[src/rtl/cmd_seq_pkg.sv]
package cmd_seq_pkg;

    localparam int CMD_W        = 32;
    localparam int REG_ADDR_W   = 16;
    localparam int REG_DATA_W   = 32;
    localparam int FLD_ADDR_W   = 7;
    localparam int FLD_DATA_W   = 24;
    localparam int WAIT_W       = 30;

    typedef enum logic [1:0] {
        SQ_IDLE  = 2'd0,
        SQ_FETCH = 2'd1,
        SQ_EXEC  = 2'd2,
        SQ_STALL = 2'd3
    } seq_state_e;

    typedef enum logic [1:0] {
        CK_WRITE = 2'd0,
        CK_WAIT  = 2'd1,
        CK_SKIP  = 2'd2
    } cmd_kind_e;

endpackage

[src/rtl/cmd_seq_decode.sv]
module cmd_seq_decode
    import cmd_seq_pkg::*;
(
    input  logic [CMD_W-1:0]      cmd,
    output cmd_kind_e             kind,
    output logic [REG_ADDR_W-1:0] wr_addr,
    output logic [REG_DATA_W-1:0] wr_data,
    output logic [WAIT_W-1:0]     stall_len
);

    localparam int ADDR_LSB  = 2;
    localparam int ADDR_HI_Z = REG_ADDR_W - FLD_ADDR_W - ADDR_LSB;
    localparam int DATA_HI_Z = REG_DATA_W - FLD_DATA_W;

    logic [FLD_ADDR_W-1:0] addr_field;
    logic [FLD_DATA_W-1:0] data_field;
    logic [WAIT_W-1:0]     wait_field;

    always_comb begin
        addr_field = cmd[CMD_W-2 -: FLD_ADDR_W];
        data_field = cmd[FLD_DATA_W-1:0];
        wait_field = cmd[WAIT_W-1:0];

        if (cmd[CMD_W-1]) begin
            kind = CK_WRITE;
        end else if (!cmd[CMD_W-2]) begin
            kind = CK_WAIT;
        end else begin
            kind = CK_SKIP;
        end

        wr_addr   = {{ADDR_HI_Z{1'b0}}, addr_field, {ADDR_LSB{1'b0}}};
        wr_data   = {{DATA_HI_Z{1'b0}}, data_field};
        stall_len = (wait_field == '0) ? WAIT_W'(1) : wait_field;
    end

endmodule

[src/rtl/cmd_seq_stall_timer.sv]
module cmd_seq_stall_timer #(
    parameter int CNT_W = 30
) (
    input  logic             clk,
    input  logic             rst_n,
    input  logic             load,
    input  logic [CNT_W-1:0] load_val,
    input  logic             run,
    input  logic             clear,
    output logic             last
);

    typedef struct packed {
        logic [CNT_W-1:0] cnt;
    } tmr_regs_t;

    tmr_regs_t tmr_d, tmr_q;

    always_comb begin
        tmr_d = tmr_q;
        if (clear) begin
            tmr_d.cnt = '0;
        end else if (load) begin
            tmr_d.cnt = load_val;
        end else if (run && (tmr_q.cnt != '0)) begin
            tmr_d.cnt = tmr_q.cnt - 1'b1;
        end
    end

    always_ff @(posedge clk or negedge rst_n) begin
        if (!rst_n) begin
            tmr_q <= '0;
        end else begin
            tmr_q <= tmr_d;
        end
    end

    assign last = (tmr_q.cnt == CNT_W'(1));

    // a stall or spacing is never loaded with zero length
    p_load_nonzero_r5: assert property (@(posedge clk) disable iff (!rst_n)
        load |-> (load_val != '0));

    // the count is frozen whenever the controller neither loads, runs nor clears it
    p_count_frozen_r9: assert property (@(posedge clk) disable iff (!rst_n)
        (!load && !run && !clear) |=> $stable(tmr_q.cnt));

endmodule

[src/rtl/cmd_seq_core.sv]
module cmd_seq_core
    import cmd_seq_pkg::*;
#(
    parameter int AW  = 10,
    parameter int SPW = 8
) (
    input  logic                  clk,
    input  logic                  rst_n,
    input  logic                  enable,
    input  logic                  halt,
    input  logic [AW-1:0]         start_addr,
    input  logic [AW-1:0]         end_addr,
    input  logic [SPW-1:0]        wr_spacing,
    output logic                  mem_rd_en,
    output logic [AW-1:0]         mem_addr,
    input  logic [CMD_W-1:0]      mem_rdata,
    output logic                  reg_wr_en,
    output logic [REG_ADDR_W-1:0] reg_wr_addr,
    output logic [REG_DATA_W-1:0] reg_wr_data,
    output logic                  busy,
    output logic                  done
);

    localparam int CNT_W = WAIT_W;

    typedef struct packed {
        seq_state_e            st;
        logic [AW-1:0]         pc;
        logic                  done;
        logic                  wr_en;
        logic [REG_ADDR_W-1:0] wr_addr;
        logic [REG_DATA_W-1:0] wr_data;
    } seq_regs_t;

    localparam seq_regs_t SEQ_RST = '{
        st:      SQ_IDLE,
        pc:      '0,
        done:    1'b0,
        wr_en:   1'b0,
        wr_addr: '0,
        wr_data: '0
    };

    seq_regs_t seq_d, seq_q;

    cmd_kind_e             dec_kind;
    logic [REG_ADDR_W-1:0] dec_addr;
    logic [REG_DATA_W-1:0] dec_data;
    logic [WAIT_W-1:0]     dec_stall;

    logic             t_load;
    logic [CNT_W-1:0] t_val;
    logic             t_run;
    logic             t_clear;
    logic             t_last;
    logic             step;

    cmd_seq_decode u_decode (
        .cmd       (mem_rdata),
        .kind      (dec_kind),
        .wr_addr   (dec_addr),
        .wr_data   (dec_data),
        .stall_len (dec_stall)
    );

    cmd_seq_stall_timer #(
        .CNT_W (CNT_W)
    ) u_timer (
        .clk      (clk),
        .rst_n    (rst_n),
        .load     (t_load),
        .load_val (t_val),
        .run      (t_run),
        .clear    (t_clear),
        .last     (t_last)
    );

    always_comb begin
        seq_d       = seq_q;
        seq_d.wr_en = 1'b0;
        t_load      = 1'b0;
        t_val       = '0;
        t_run       = 1'b0;
        t_clear     = 1'b0;
        step        = 1'b0;

        if (!enable) begin
            seq_d.st   = SQ_IDLE;
            seq_d.done = 1'b0;
            t_clear    = 1'b1;
        end else if (!halt) begin
            unique case (seq_q.st)
                SQ_IDLE: begin
                    if (!seq_q.done) begin
                        seq_d.st = SQ_FETCH;
                        seq_d.pc = start_addr;
                    end
                end
                SQ_FETCH: begin
                    seq_d.st = SQ_EXEC;
                end
                SQ_EXEC: begin
                    unique case (dec_kind)
                        CK_WRITE: begin
                            seq_d.wr_en   = 1'b1;
                            seq_d.wr_addr = dec_addr;
                            seq_d.wr_data = dec_data;
                            if (wr_spacing != '0) begin
                                t_load   = 1'b1;
                                t_val    = CNT_W'(wr_spacing);
                                seq_d.st = SQ_STALL;
                            end else begin
                                step = 1'b1;
                            end
                        end
                        CK_WAIT: begin
                            t_load   = 1'b1;
                            t_val    = dec_stall;
                            seq_d.st = SQ_STALL;
                        end
                        default: begin
                            step = 1'b1;
                        end
                    endcase
                end
                SQ_STALL: begin
                    t_run = 1'b1;
                    if (t_last) begin
                        step = 1'b1;
                    end
                end
                default: begin
                    seq_d.st = SQ_IDLE;
                end
            endcase

            if (step) begin
                if (seq_q.pc == end_addr) begin
                    seq_d.st   = SQ_IDLE;
                    seq_d.done = 1'b1;
                end else begin
                    seq_d.st = SQ_FETCH;
                    seq_d.pc = seq_q.pc + 1'b1;
                end
            end
        end
    end

    always_ff @(posedge clk or negedge rst_n) begin
        if (!rst_n) begin
            seq_q <= SEQ_RST;
        end else begin
            seq_q <= seq_d;
        end
    end

    assign mem_rd_en   = (seq_q.st == SQ_FETCH) && enable && !halt;
    assign mem_addr    = seq_q.pc;
    assign reg_wr_en   = seq_q.wr_en;
    assign reg_wr_addr = seq_q.wr_addr;
    assign reg_wr_data = seq_q.wr_data;
    assign busy        = (seq_q.st != SQ_IDLE);
    assign done        = seq_q.done;

    // a write strobe never lasts more than one cycle
    p_strobe_single_r2: assert property (@(posedge clk) disable iff (!rst_n)
        reg_wr_en |=> !reg_wr_en);

    // an idle, permitted engine starts and points at the start address
    p_start_fetch_r7: assert property (@(posedge clk) disable iff (!rst_n)
        (!busy && !done && enable && !halt) |=> (busy && (mem_addr == $past(start_addr))));

    // done and busy are never high together
    p_done_idle_r8: assert property (@(posedge clk) disable iff (!rst_n)
        done |-> !busy);

    // a halted run keeps its position and issues no write
    p_halt_freeze_r9: assert property (@(posedge clk) disable iff (!rst_n)
        (busy && enable && halt) |=> (busy && $stable(mem_addr) && !reg_wr_en));

    // dropping enable empties the engine on the next clock
    p_enable_abort_r10: assert property (@(posedge clk) disable iff (!rst_n)
        !enable |=> (!busy && !done && !reg_wr_en));

    // each fetch is a single read followed by execution
    p_fetch_once_r12: assert property (@(posedge clk) disable iff (!rst_n)
        mem_rd_en |=> !mem_rd_en);

endmodule

[config.mk]
export PLATFORM = sky130hd
export DESIGN_NAME = cmd_seq_core
export DESIGN_NICKNAME = d
export VERILOG_FILES = /design/src/rtl/cmd_seq_pkg.sv /design/src/rtl/cmd_seq_decode.sv /design/src/rtl/cmd_seq_stall_timer.sv /design/src/rtl/cmd_seq_core.sv
export SDC_FILE = /design/constraint.sdc
export NUM_CORES = 1
export LEC_CHECK = 0
export ABC_AREA = 1
export BUFFER_PORTS_ARGS = -buffer_cell sky130_fd_sc_hd__buf_2
export CORE_UTILIZATION = 50
export CTS_CLUSTER_SIZE = 28
export DETAILED_ROUTE_END_ITERATION = 8
export GPL_TIMING_DRIVEN = 0
export PLACE_DENSITY = 0.84
export SLEW_MARGIN = 25
export SYNTH_ARGS = -nofsm -noshare
export SYNTH_HDL_FRONTEND = slang
export SYNTH_SLANG_ARGS = --single-unit
[constraint.sdc]
create_clock -name clk -period 1.6 [get_ports clk]
set_input_delay 0.32 -clock clk [delete_from_list [all_inputs] [get_ports clk]]
set_output_delay 0.32 -clock clk [all_outputs]
set_load 0.02 [all_outputs]
### After elaboration in Yosys (flattened, before gate mapping)

Cells that the tools add are included.

| storage, ports and cells | value |
|---|---|
| output and inout bits | 62 |
| word-level logic and storage cells | 77 |
| register bits after elaboration | 75 |

| operators by class | value |
|---|---|
| bitwise gates (word level) | 1 |
| add/subtract/negate cells | 2 |
| equality and inequality tests | 14 |
| mux-type cells | 39 |
| reductions and logical operators | 14 |

Operators with widths:

| kind | count |
|---|---|
| two-way mux 30 bit | 6 |
| two-way mux 49 bit | 3 |
| two-way mux 62 bit | 1 |
| one-hot mux 30 bit (2 select lines) | 1 |
| equality test 30 x 1 -> 1 bit (second input constant) | 1 |
| logical NOT 30 bit | 1 |
| nonzero test 30 bit | 1 |
| subtractor 30 x 1 -> 30 bit (second input constant) | 1 |
| two-way mux 10 bit | 2 |
| two-way mux 1 bit | 14 |
| two-way mux 13 bit | 1 |
| two-way mux 12 bit | 1 |
| adder 10 x 1 -> 10 bit (second input constant) | 1 |
| equality test 10 bit | 1 |
| two-way mux 2 bit | 4 |
| two-way mux 8 bit | 1 |
| nonzero test 8 bit | 1 |
| one-hot mux 1 bit (2 select lines) | 3 |
| one-hot mux 2 bit (3 select lines) | 1 |
| inequality test 5 x 1 -> 1 bit (second input constant) | 1 |
| inequality test 5 x 4 -> 1 bit (second input constant) | 1 |
| inequality test 5 bit (second input constant) | 1 |
| AND reduction 5 bit | 1 |
| equality test 2 x 1 -> 1 bit (second input constant) | 2 |
| 14 further kinds | 19 |

### Longest topological paths before layout

Gate-level depths: netlist (run 1).

| logic depth | value |
|---|---|
| word-level depth | 10 |
| gate-level depth with buffers | 14 |

### Cells and area by module

From an unflattened synthesis (run 1), not the netlist that was laid out.

| second synthesis, totals | value |
|---|---|
| cell total of the unflattened synthesis | 1057 |
| area, all modules | 7130.6 um^2 |

By module, submodules not included:

| module | instances | cells an instance | area an instance (um^2) |
|---|---|---|---|
| cmd_seq_core | 1 | 571 | 4065.1 |
| cmd_seq_stall_timer | 1 | 375 | 2464.9 |
| cmd_seq_decode | 1 | 111 | 600.6 |

### Worst setup path before layout (run 1)

No wires, ideal clock.

| path | value |
|---|---|
| path type | register to register |
| from | reg seq_q[60] in the netlist's numbering |
| to | reg u_timer.tmr_q[22] in the netlist's numbering |
| arrival | 1618 ps |
| stages on the path, launching flop included | 15 |
| library setup time | 117 ps |
| path slack | -136 ps |
| required time | 1483 ps |
| path through | dfrtp_1 > inv_1 > ha_1 > buf_4 > inv_2 > nor2_4 > nand3_2 > nand2_1 > inv_1 > nand2_2 > inv_2 > buf_6 > buf_6 > nand2_1 > nand2_1 |

| on the way | value |
|---|---|
| cells in the longest elaborated chain, start to end | 6 |
| elaborated cells between the ends (all ways) | 14 |

RTL lines:

| element | RTL line | RTL |
|---|---|---|
| start: declaration | cmd_seq_core.sv:44 | `seq_regs_t seq_d, seq_q;` |
| start signal: assignment | cmd_seq_core.sv:153 | `seq_q <= seq_d;` |
| equality test 2 bit | cmd_seq_core.sv:92 | `unique case (seq_q.st)` |
| two-way mux 1 bit | cmd_seq_core.sv:92 |  |
| two-way mux 1 bit | cmd_seq_core.sv:91 | `end else if (!halt) begin` |
| two-way mux 1 bit | cmd_seq_core.sv:87 | `if (!enable) begin` |
| logical AND 1 bit or two-way mux 30 bit (tied branches) | cmd_seq_stall_timer.sv:25, cmd_seq_stall_timer.sv:23 |  |
| inequality test 3 x 1 -> 1 bit (no source line) or two-way mux 30 bit (tied branches) | - |  |
| end signal: assignment | cmd_seq_stall_timer.sv:34 | `tmr_q <= tmr_d;` |
| end: declaration | cmd_seq_stall_timer.sv:17 | `tmr_regs_t tmr_d, tmr_q;` |

Parallel ways exist; a longest one is shown, timed or not.
A chain may end at the register's enable or synchronous reset.

### Worst setup path after layout (run 1)

| path | value |
|---|---|
| from | reg u_timer.tmr_q[8] in the netlist's numbering |
| to | reg u_timer.tmr_q[23] in the netlist's numbering |

| on the way | value |
|---|---|
| cells in the longest elaborated chain, start to end | 4 |
| elaborated cells between the ends (all ways) | 7 |

RTL lines:

| element | RTL line | RTL |
|---|---|---|
| subtractor 30 x 1 -> 30 bit | cmd_seq_stall_timer.sv:26 | `tmr_d.cnt = tmr_q.cnt - 1'b1;` |
| two-way mux 30 bit | cmd_seq_stall_timer.sv:25 | `end else if (run && (tmr_q.cnt != '0)) begin` |
| two-way mux 30 bit | cmd_seq_stall_timer.sv:23 | `end else if (load) begin` |
| two-way mux 30 bit | cmd_seq_stall_timer.sv:21 | `if (clear) begin` |

Parallel ways exist; a longest one is shown, timed or not. The select of a mux whose other input is x is not followed.

==> summary.txt, run 1 <==
DRC -> 0
HP Class -> in -> reg
Via density -> 5.26
nets -> 1110
vias -> 6227
Die W -> 108 um
Post-Synthesis Cells -> 855
share of layout cells above drive strength 1 -> 34.5%
total chip power -> 7.05 mW
final WL -> 17.5 mm
CP Data Arrival Time -> 2.15 ns
met2 Track Usage GR -> 50.0%
unrepaired setup endpoints after global routing -> true
r2r startpoint -> u_timer.tmr_q[8]$_DFFE_PN0P_
mean post-synth cell area -> 6.54 sq um
Finished Cell Area -> 7470 sq um
Initial Util -> 51.3%
Critical Path Sink Type -> flip-flop
min Tclk post-route -> 1.84 ns
peak supply drop -> 0.541 mV
dpl hpwl -> 11.5 mm
WP data required -> 1.92 ns
sequential-to-total area share from yosys stat -> 33.6%
Inserted Clock Buffers -> 9
Seq cells post-synth -> 75
clk slew on worst S/H paths -> 0.11 ns
outcome -> finished with violations
slew margin rel. -> 64.4%
Worst Path Max Fanout -> 5
Area Overhead vs Synth -> 33.6%
max-slew violations -> 0
post-synth cell types -> 34
total grt overflow -> 0
vias in the first global route -> 5591
violated checks -> setup timing
largest buffer count on any clock path -> 2
drt first pass iters -> 6
clock tree sinks -> 75
hold_sp -> mem_rdata[19]
latest clock arrival within the worst-skew pair -> 0.38 ns
htree depth -> 3
Port Buffers -> 108
crit share post-route -> 115%
Root Buffer -> clkbuf_8
Critical Path Source Type -> flip-flop
ant diodes -> 0
Lkg Pwr -> 4.25 nW
YS warnings -> 0
Final Hold Viols -> 0
Max Fclk -> 544 MHz
initial antenna violation count -> 0
die area -> 11600 sq um
routability cong. -> 0.953
beginning of the critical path -> u_timer.tmr_q[8]$_DFFE_PN0P_
IO Count -> 126
Die Ht -> 108 um
CORE AREA -> 10900 sq um
met1 Usage GRT -> 38.5%
worst slew pin tran -> 0.535 ns
drt first-iter violations -> 512
clk_skew -> 0.0158 ns
Post-Route Utilization -> 68.6%
worst setup margin -> -0.237 ns
total track usage -> 30.0%
# setup viols final -> 42
met3 Use GR -> 5.21%
max-cap violations -> 0
CTS tree -> done
largest net degree at the start of global routing -> 51
worst setup path class -> reg -> reg
GRT Max-Usage Layer -> met2
DR WL/cell -> 14.8 um
area post-placement -> 6420 sq um
first-pass GRT wire length -> 27.0 mm
post-route ant nets -> 0
Site Rows -> 38
synthesized area -> 5590 sq um
PD cells -> 944 nW/um^2
[cells by family after synthesis]
logic type	share of synthesized area [%]
other	0.0671
AOI/OAI and AO/OA	3.29
buffers and inverters	15.0
xor gates and xnor gates	3.76
and+or+nand+nor	41.9
DFF	33.6
adders and majority gates	1.79
muxes	0.582
[report_power, final]
group / internal [mW] / switching, mW / total, mW
sequential: 2.18 / 0.248 / 2.43
clock: 0.626 / 0.929 / 1.55
combinational: 1.34 / 1.73 / 3.06
total: 4.14 / 2.90 / 7.05
[critical path, cell delays in order, from the launching register on]
cell	delay [ns]
dfrtp_1	0.47
nor2_2	0.15
nand2_1	0.08
inv_1	0.08
nand2_2	0.09
nor2_2	0.15
nand2_1	0.09
nand2_2	0.11
nand2_2	0.07
inv_2	0.08
buf_6	0.14
buf_8	0.14
nand2_2	0.07
nand2_2	0.07
[metrics by stage]
stage | setup TNS (ns) | cells | setup slack (ns) | hold slack, ns
detailed placement | -17.53 | 1120 | -0.356 | 0.254
global route | -10.24 | 1183 | -0.315 | 0.184
CTS | -3.73 | 1166 | -0.128 | 0.176
floorplan | -1.48 | 871 | -0.0997 | 0.0244
global placement | -39.78 | 1119 | -0.325 | 0.454
finish | -6.87 | 1183 | -0.237 | 0.170
[synthesized netlist by cell type]
cell type / instances / area share, %
buf_6: 4 / 0.81
nand3_1: 112 / 10
o21a_1: 1 / 0.13
nand4_1: 6 / 0.67
nand2b_1: 1 / 0.11
nor2_1: 86 / 5.8
ha_1: 8 / 1.8
buf_2: 11 / 0.98
o21ai_1: 3 / 0.27
nand3_2: 2 / 0.36
nor2_4: 3 / 0.60
inv_2: 5 / 0.34
o21ai_0: 26 / 2.3
or2_2: 1 / 0.11
nor4_1: 1 / 0.11
a22oi_1: 1 / 0.13
mux2i_1: 1 / 0.18
xor2_1: 17 / 2.7
inv_1: 54 / 3.6
nor3_1: 5 / 0.45
clkbuf_2: 1 / 0.089
nand3b_1: 4 / 0.54
dfrtp_1: 75 / 34
mux2_2: 2 / 0.40
nor2_2: 4 / 0.45
buf_4: 63 / 8.5
nand2_2: 3 / 0.34
a21oi_1: 3 / 0.27
clkbuf_1: 11 / 0.74
nand2_1: 331 / 22
conb_1: 1 / 0.067
a21oi_2: 1 / 0.16
and3_1: 1 / 0.11
xnor2_1: 7 / 1.1
[layout make-up]
cell class                 instances  area, sq um
fill                             863         3420
clock buffer                       9          124
tap                              140          175
inverter                          59          226
multi-input combinational        647         3240
sequential                        75         1890
timing repair buffer             158         1040
clock inverter                     7         76.3
buffer                            88          692
[state kept, by name, indices dropped and copies added (netlist names)]
signal         cells
done               1
reg_wr_en          1
reg_wr_data       24
seq_q              2
u_timer.tmr_q     30
mem_addr          10
reg_wr_addr        7
[metal layers]
layer	up-vias	share of wire, %
li1	2963	-
met1	2848	39
met2	351	48
met3	65	9.5
met4	0	3.6
met5	-	0
[repair_timing]
item	CTS	global route
hold buffers	1	0
hold endpoints to repair	25	0
pin swaps	18	37
gates cloned	3	1
buffers inserted	27	17
endpoints found under the setup margin	76	75
resized for setup	76	81
[path summary, 6_finish.rpt]
check                                                     end  slack, ns  depth (start not counted)
worst min register to register    reg_wr_data[11]$_DFFE_PN0P_       0.48                          2
worst max register to register  u_timer.tmr_q[23]$_DFFE_PN0P_      -0.24                         13
max in group asynchronous       u_timer.tmr_q[20]$_DFFE_PN0P_       0.61                          3
worst min-delay path              reg_wr_data[19]$_DFFE_PN0P_       0.17                          3
worst max-delay path            u_timer.tmr_q[23]$_DFFE_PN0P_      -0.24                         13
min in group asynchronous         reg_wr_data[13]$_DFFE_PN0P_       0.37                          2
[cells in the final DEF (no fill, tap or decap), drive strengths merged, types with 2 or more instances in the layout]
| master | netlist | final |
|---|---|---|
| nand3b | 4 | 4 |
| o21ai | 29 | 29 |
| ha | 8 | 8 |
| nand3 | 114 | 114 |
| inv | 59 | 65 |
| mux2 | 2 | 2 |
| xnor2 | 7 | 7 |
| xor2 | 17 | 17 |
| nor2 | 93 | 93 |
| conb | 1 | 17 |
| nor3 | 5 | 5 |
| a21oi | 4 | 4 |
| clkbuf | 12 | 19 |
| dfrtp | 75 | 75 |
| nand4 | 6 | 6 |
| buf | 78 | 235 |
| nand2 | 334 | 334 |
Note: power is estimated with default switching activity, not from simulation.
==> inputs of run 2 (changes only) <==
==> constraint.sdc (replaced) <==
create_clock -name clk -period 1.6 [get_ports clk]
set_input_delay 0.08 -clock clk [delete_from_list [all_inputs] [get_ports clk]]
set_output_delay 0.08 -clock clk [all_outputs]
set_load 0.02 [all_outputs]
==> run 2 against run 1 <==
Maximum frequency grew 3.2%. The run still ends with setup timing left. Total power rose by 0.79%. Global-route usage up 1.3 points. Non-clock buffer count rose by 25.
==> summary.txt, run 2 (synthesis gave the netlist of run 1 again) <==
violated checks -> setup timing
share of layout cells above drive strength 1 -> 32.6%
PD cells -> 929 nW/um^2
IO Count -> 126
metal3 WL -> 1.80 mm
Root Buffer -> clkbuf_8
area post-placement -> 6420 sq um
min Tclk post-route -> 1.78 ns
Max Fclk -> 562 MHz
clk_skew -> 0.0164 ns
Area Overhead vs Synth -> 36.8%
outcome -> finished with violations
DR WL met2 -> 8.61 mm
worst setup path class -> reg -> reg
final WL -> 18.3 mm
post-route ant nets -> 0
routability cong. -> 0.953
WHS Path Cells -> 3
drt first pass iters -> 6
vias -> 6445
Finished Layout Cells -> 1208
Worst R2R Path Depth -> 10
drt first-iter violations -> 569
total grt overflow -> 0
largest buffer count on any clock path -> 2
max-cap violations -> 0
Die Ht -> 108 um
Via density -> 5.34
worst hold slack -> 0.0141 ns
crit share post-route -> 111%
clk slew on worst S/H paths -> 0.10 ns
htree depth -> 3
largest net degree at the start of global routing -> 51
Final Hold Viols -> 0
ant diodes -> 0
DR WL/cell -> 15.1 um
Die W -> 108 um
Port Buffers -> 108
most frequent cells in the layout -> nand2_1 (311), buf_2 (114), nand3_1 (107)
clock tree sinks -> 75
CTS tree -> done
die area -> 11600 sq um
max-slew violations -> 0
dpl hpwl -> 11.5 mm
total track usage -> 31.3%
Site Rows -> 38
Critical Path Source Type -> flip-flop
worst setup margin -> -0.180 ns
Post-Route M1 WL -> 6.93 mm
initial antenna violation count -> 0
most common cell after layout, fill and taps aside -> nand2_1
WP data required -> 1.87 ns
Critical Path Sink Type -> flip-flop
Initial Util -> 51.3%
Placed Cells -> 1120
HP Class -> in -> reg
DRC -> 0
Finished Cell Area -> 7640 sq um
latest clock arrival within the worst-skew pair -> 0.39 ns
CP Data Arrival Time -> 2.05 ns
first-pass GRT wire length -> 28.2 mm
nets -> 1135
CORE AREA -> 10900 sq um
# setup viols final -> 43
vias in the first global route -> 5914
Worst Path Max Fanout -> 10
Post-Route Utilization -> 70.2%
max FFs per register -> 30
Top reg by flops -> u_timer.tmr_q
Lkg Pwr -> 4.31 nW
Top Metal Used -> met4
peak supply drop -> 0.533 mV
filler instances -> 823
Inserted Clock Buffers -> 9
unrepaired setup endpoints after global routing -> true
-- run 2: cell types whose count changed in the layout (fill, tap and decap cells not counted), moves of 2 or more --
cell and delta:
ha_4 -3, nor2_4 +2, buf_4 +2, nand2_2 -11
buf_6 -5, dlygate4sd3_1 +27, ha_2 +3, nand2_1 +11
-- run 2: final cells by class --
type | instances | area [sq um] | area share [%]
plain buffers | 88 | 684 | 8.95
clock buffers | 9 | 124 | 1.62
clock inverters | 7 | 76.3 | 0.999
inverters | 59 | 226 | 2.96
multi-input cells | 647 | 3200 | 41.8
flip-flops and latches | 75 | 1890 | 24.8
well taps | 140 | 175 | 2.29
repair buffers | 183 | 1260 | 16.5
-- run 2: path summary, 6_finish.rpt --
check                                                      to                          start  slack [ns]
worst max register to register  u_timer.tmr_q[13]$_DFFE_PN0P_  u_timer.tmr_q[17]$_DFFE_PN0P_       -0.18
min in group asynchronous         reg_wr_data[13]$_DFFE_PN0P_                          rst_n        0.13
max in group asynchronous       u_timer.tmr_q[20]$_DFFE_PN0P_                          rst_n        0.86
worst min-delay path               reg_wr_data[0]$_DFFE_PN0P_                   mem_rdata[0]        0.01
worst max-delay path            u_timer.tmr_q[13]$_DFFE_PN0P_  u_timer.tmr_q[17]$_DFFE_PN0P_       -0.18
worst min register to register     reg_wr_addr[7]$_DFFE_PN0P_     reg_wr_addr[7]$_DFFE_PN0P_        0.48
-- run 2: routing by layer --
layer | vias to the layer above | global-route usage, %
li1 | 3021 | -
met3 | 92 | 6.30
met5 | - | 0
met1 | 2936 | 38.5
met4 | 0 | 14.1
met2 | 396 | 52.6
-- run 2: repair_timing --
action | 4_1_cts | 5_1_grt
hold endpoints to repair | 102 | 0
cloned | 3 | 1
hold buffers | 28 | 0
pin swaps | 17 | 17
resized for setup | 68 | 70
buffers inserted | 27 | 15
setup endpoints to repair | 74 | 72
-- run 2: critical path, cell delays in order (launching register included) --
cell     delay (ns)
dfrtp_2        0.46
nor2_4         0.15
nand4_1        0.14
nor2_2         0.20
nand2_1        0.10
nand2_2        0.10
a21oi_2        0.08
buf_6          0.15
buf_8          0.14
nand3_1        0.08
nand2_1        0.07
-- run 2: power breakdown --
group          total, mW  leakage [nW]  internal, mW  switching [mW]
Combinational       3.11          3.21          1.36            1.75
Sequential          2.43         0.992          2.18           0.253
Clock               1.56         0.103         0.626           0.932
-- run 2: through the flow --
stage / setup WS, ns / TNS [ns] / power, mW
floorplan: -0.0997 / -1.48 / 4.41
global route: -0.257 / -8.28 / 7.51
detailed placement: -0.356 / -16.86 / 5.14
CTS: -0.128 / -3.44 / 6.85
finish: -0.180 / -5.15 / 7.10
global placement: -0.325 / -20.15 / 5.08
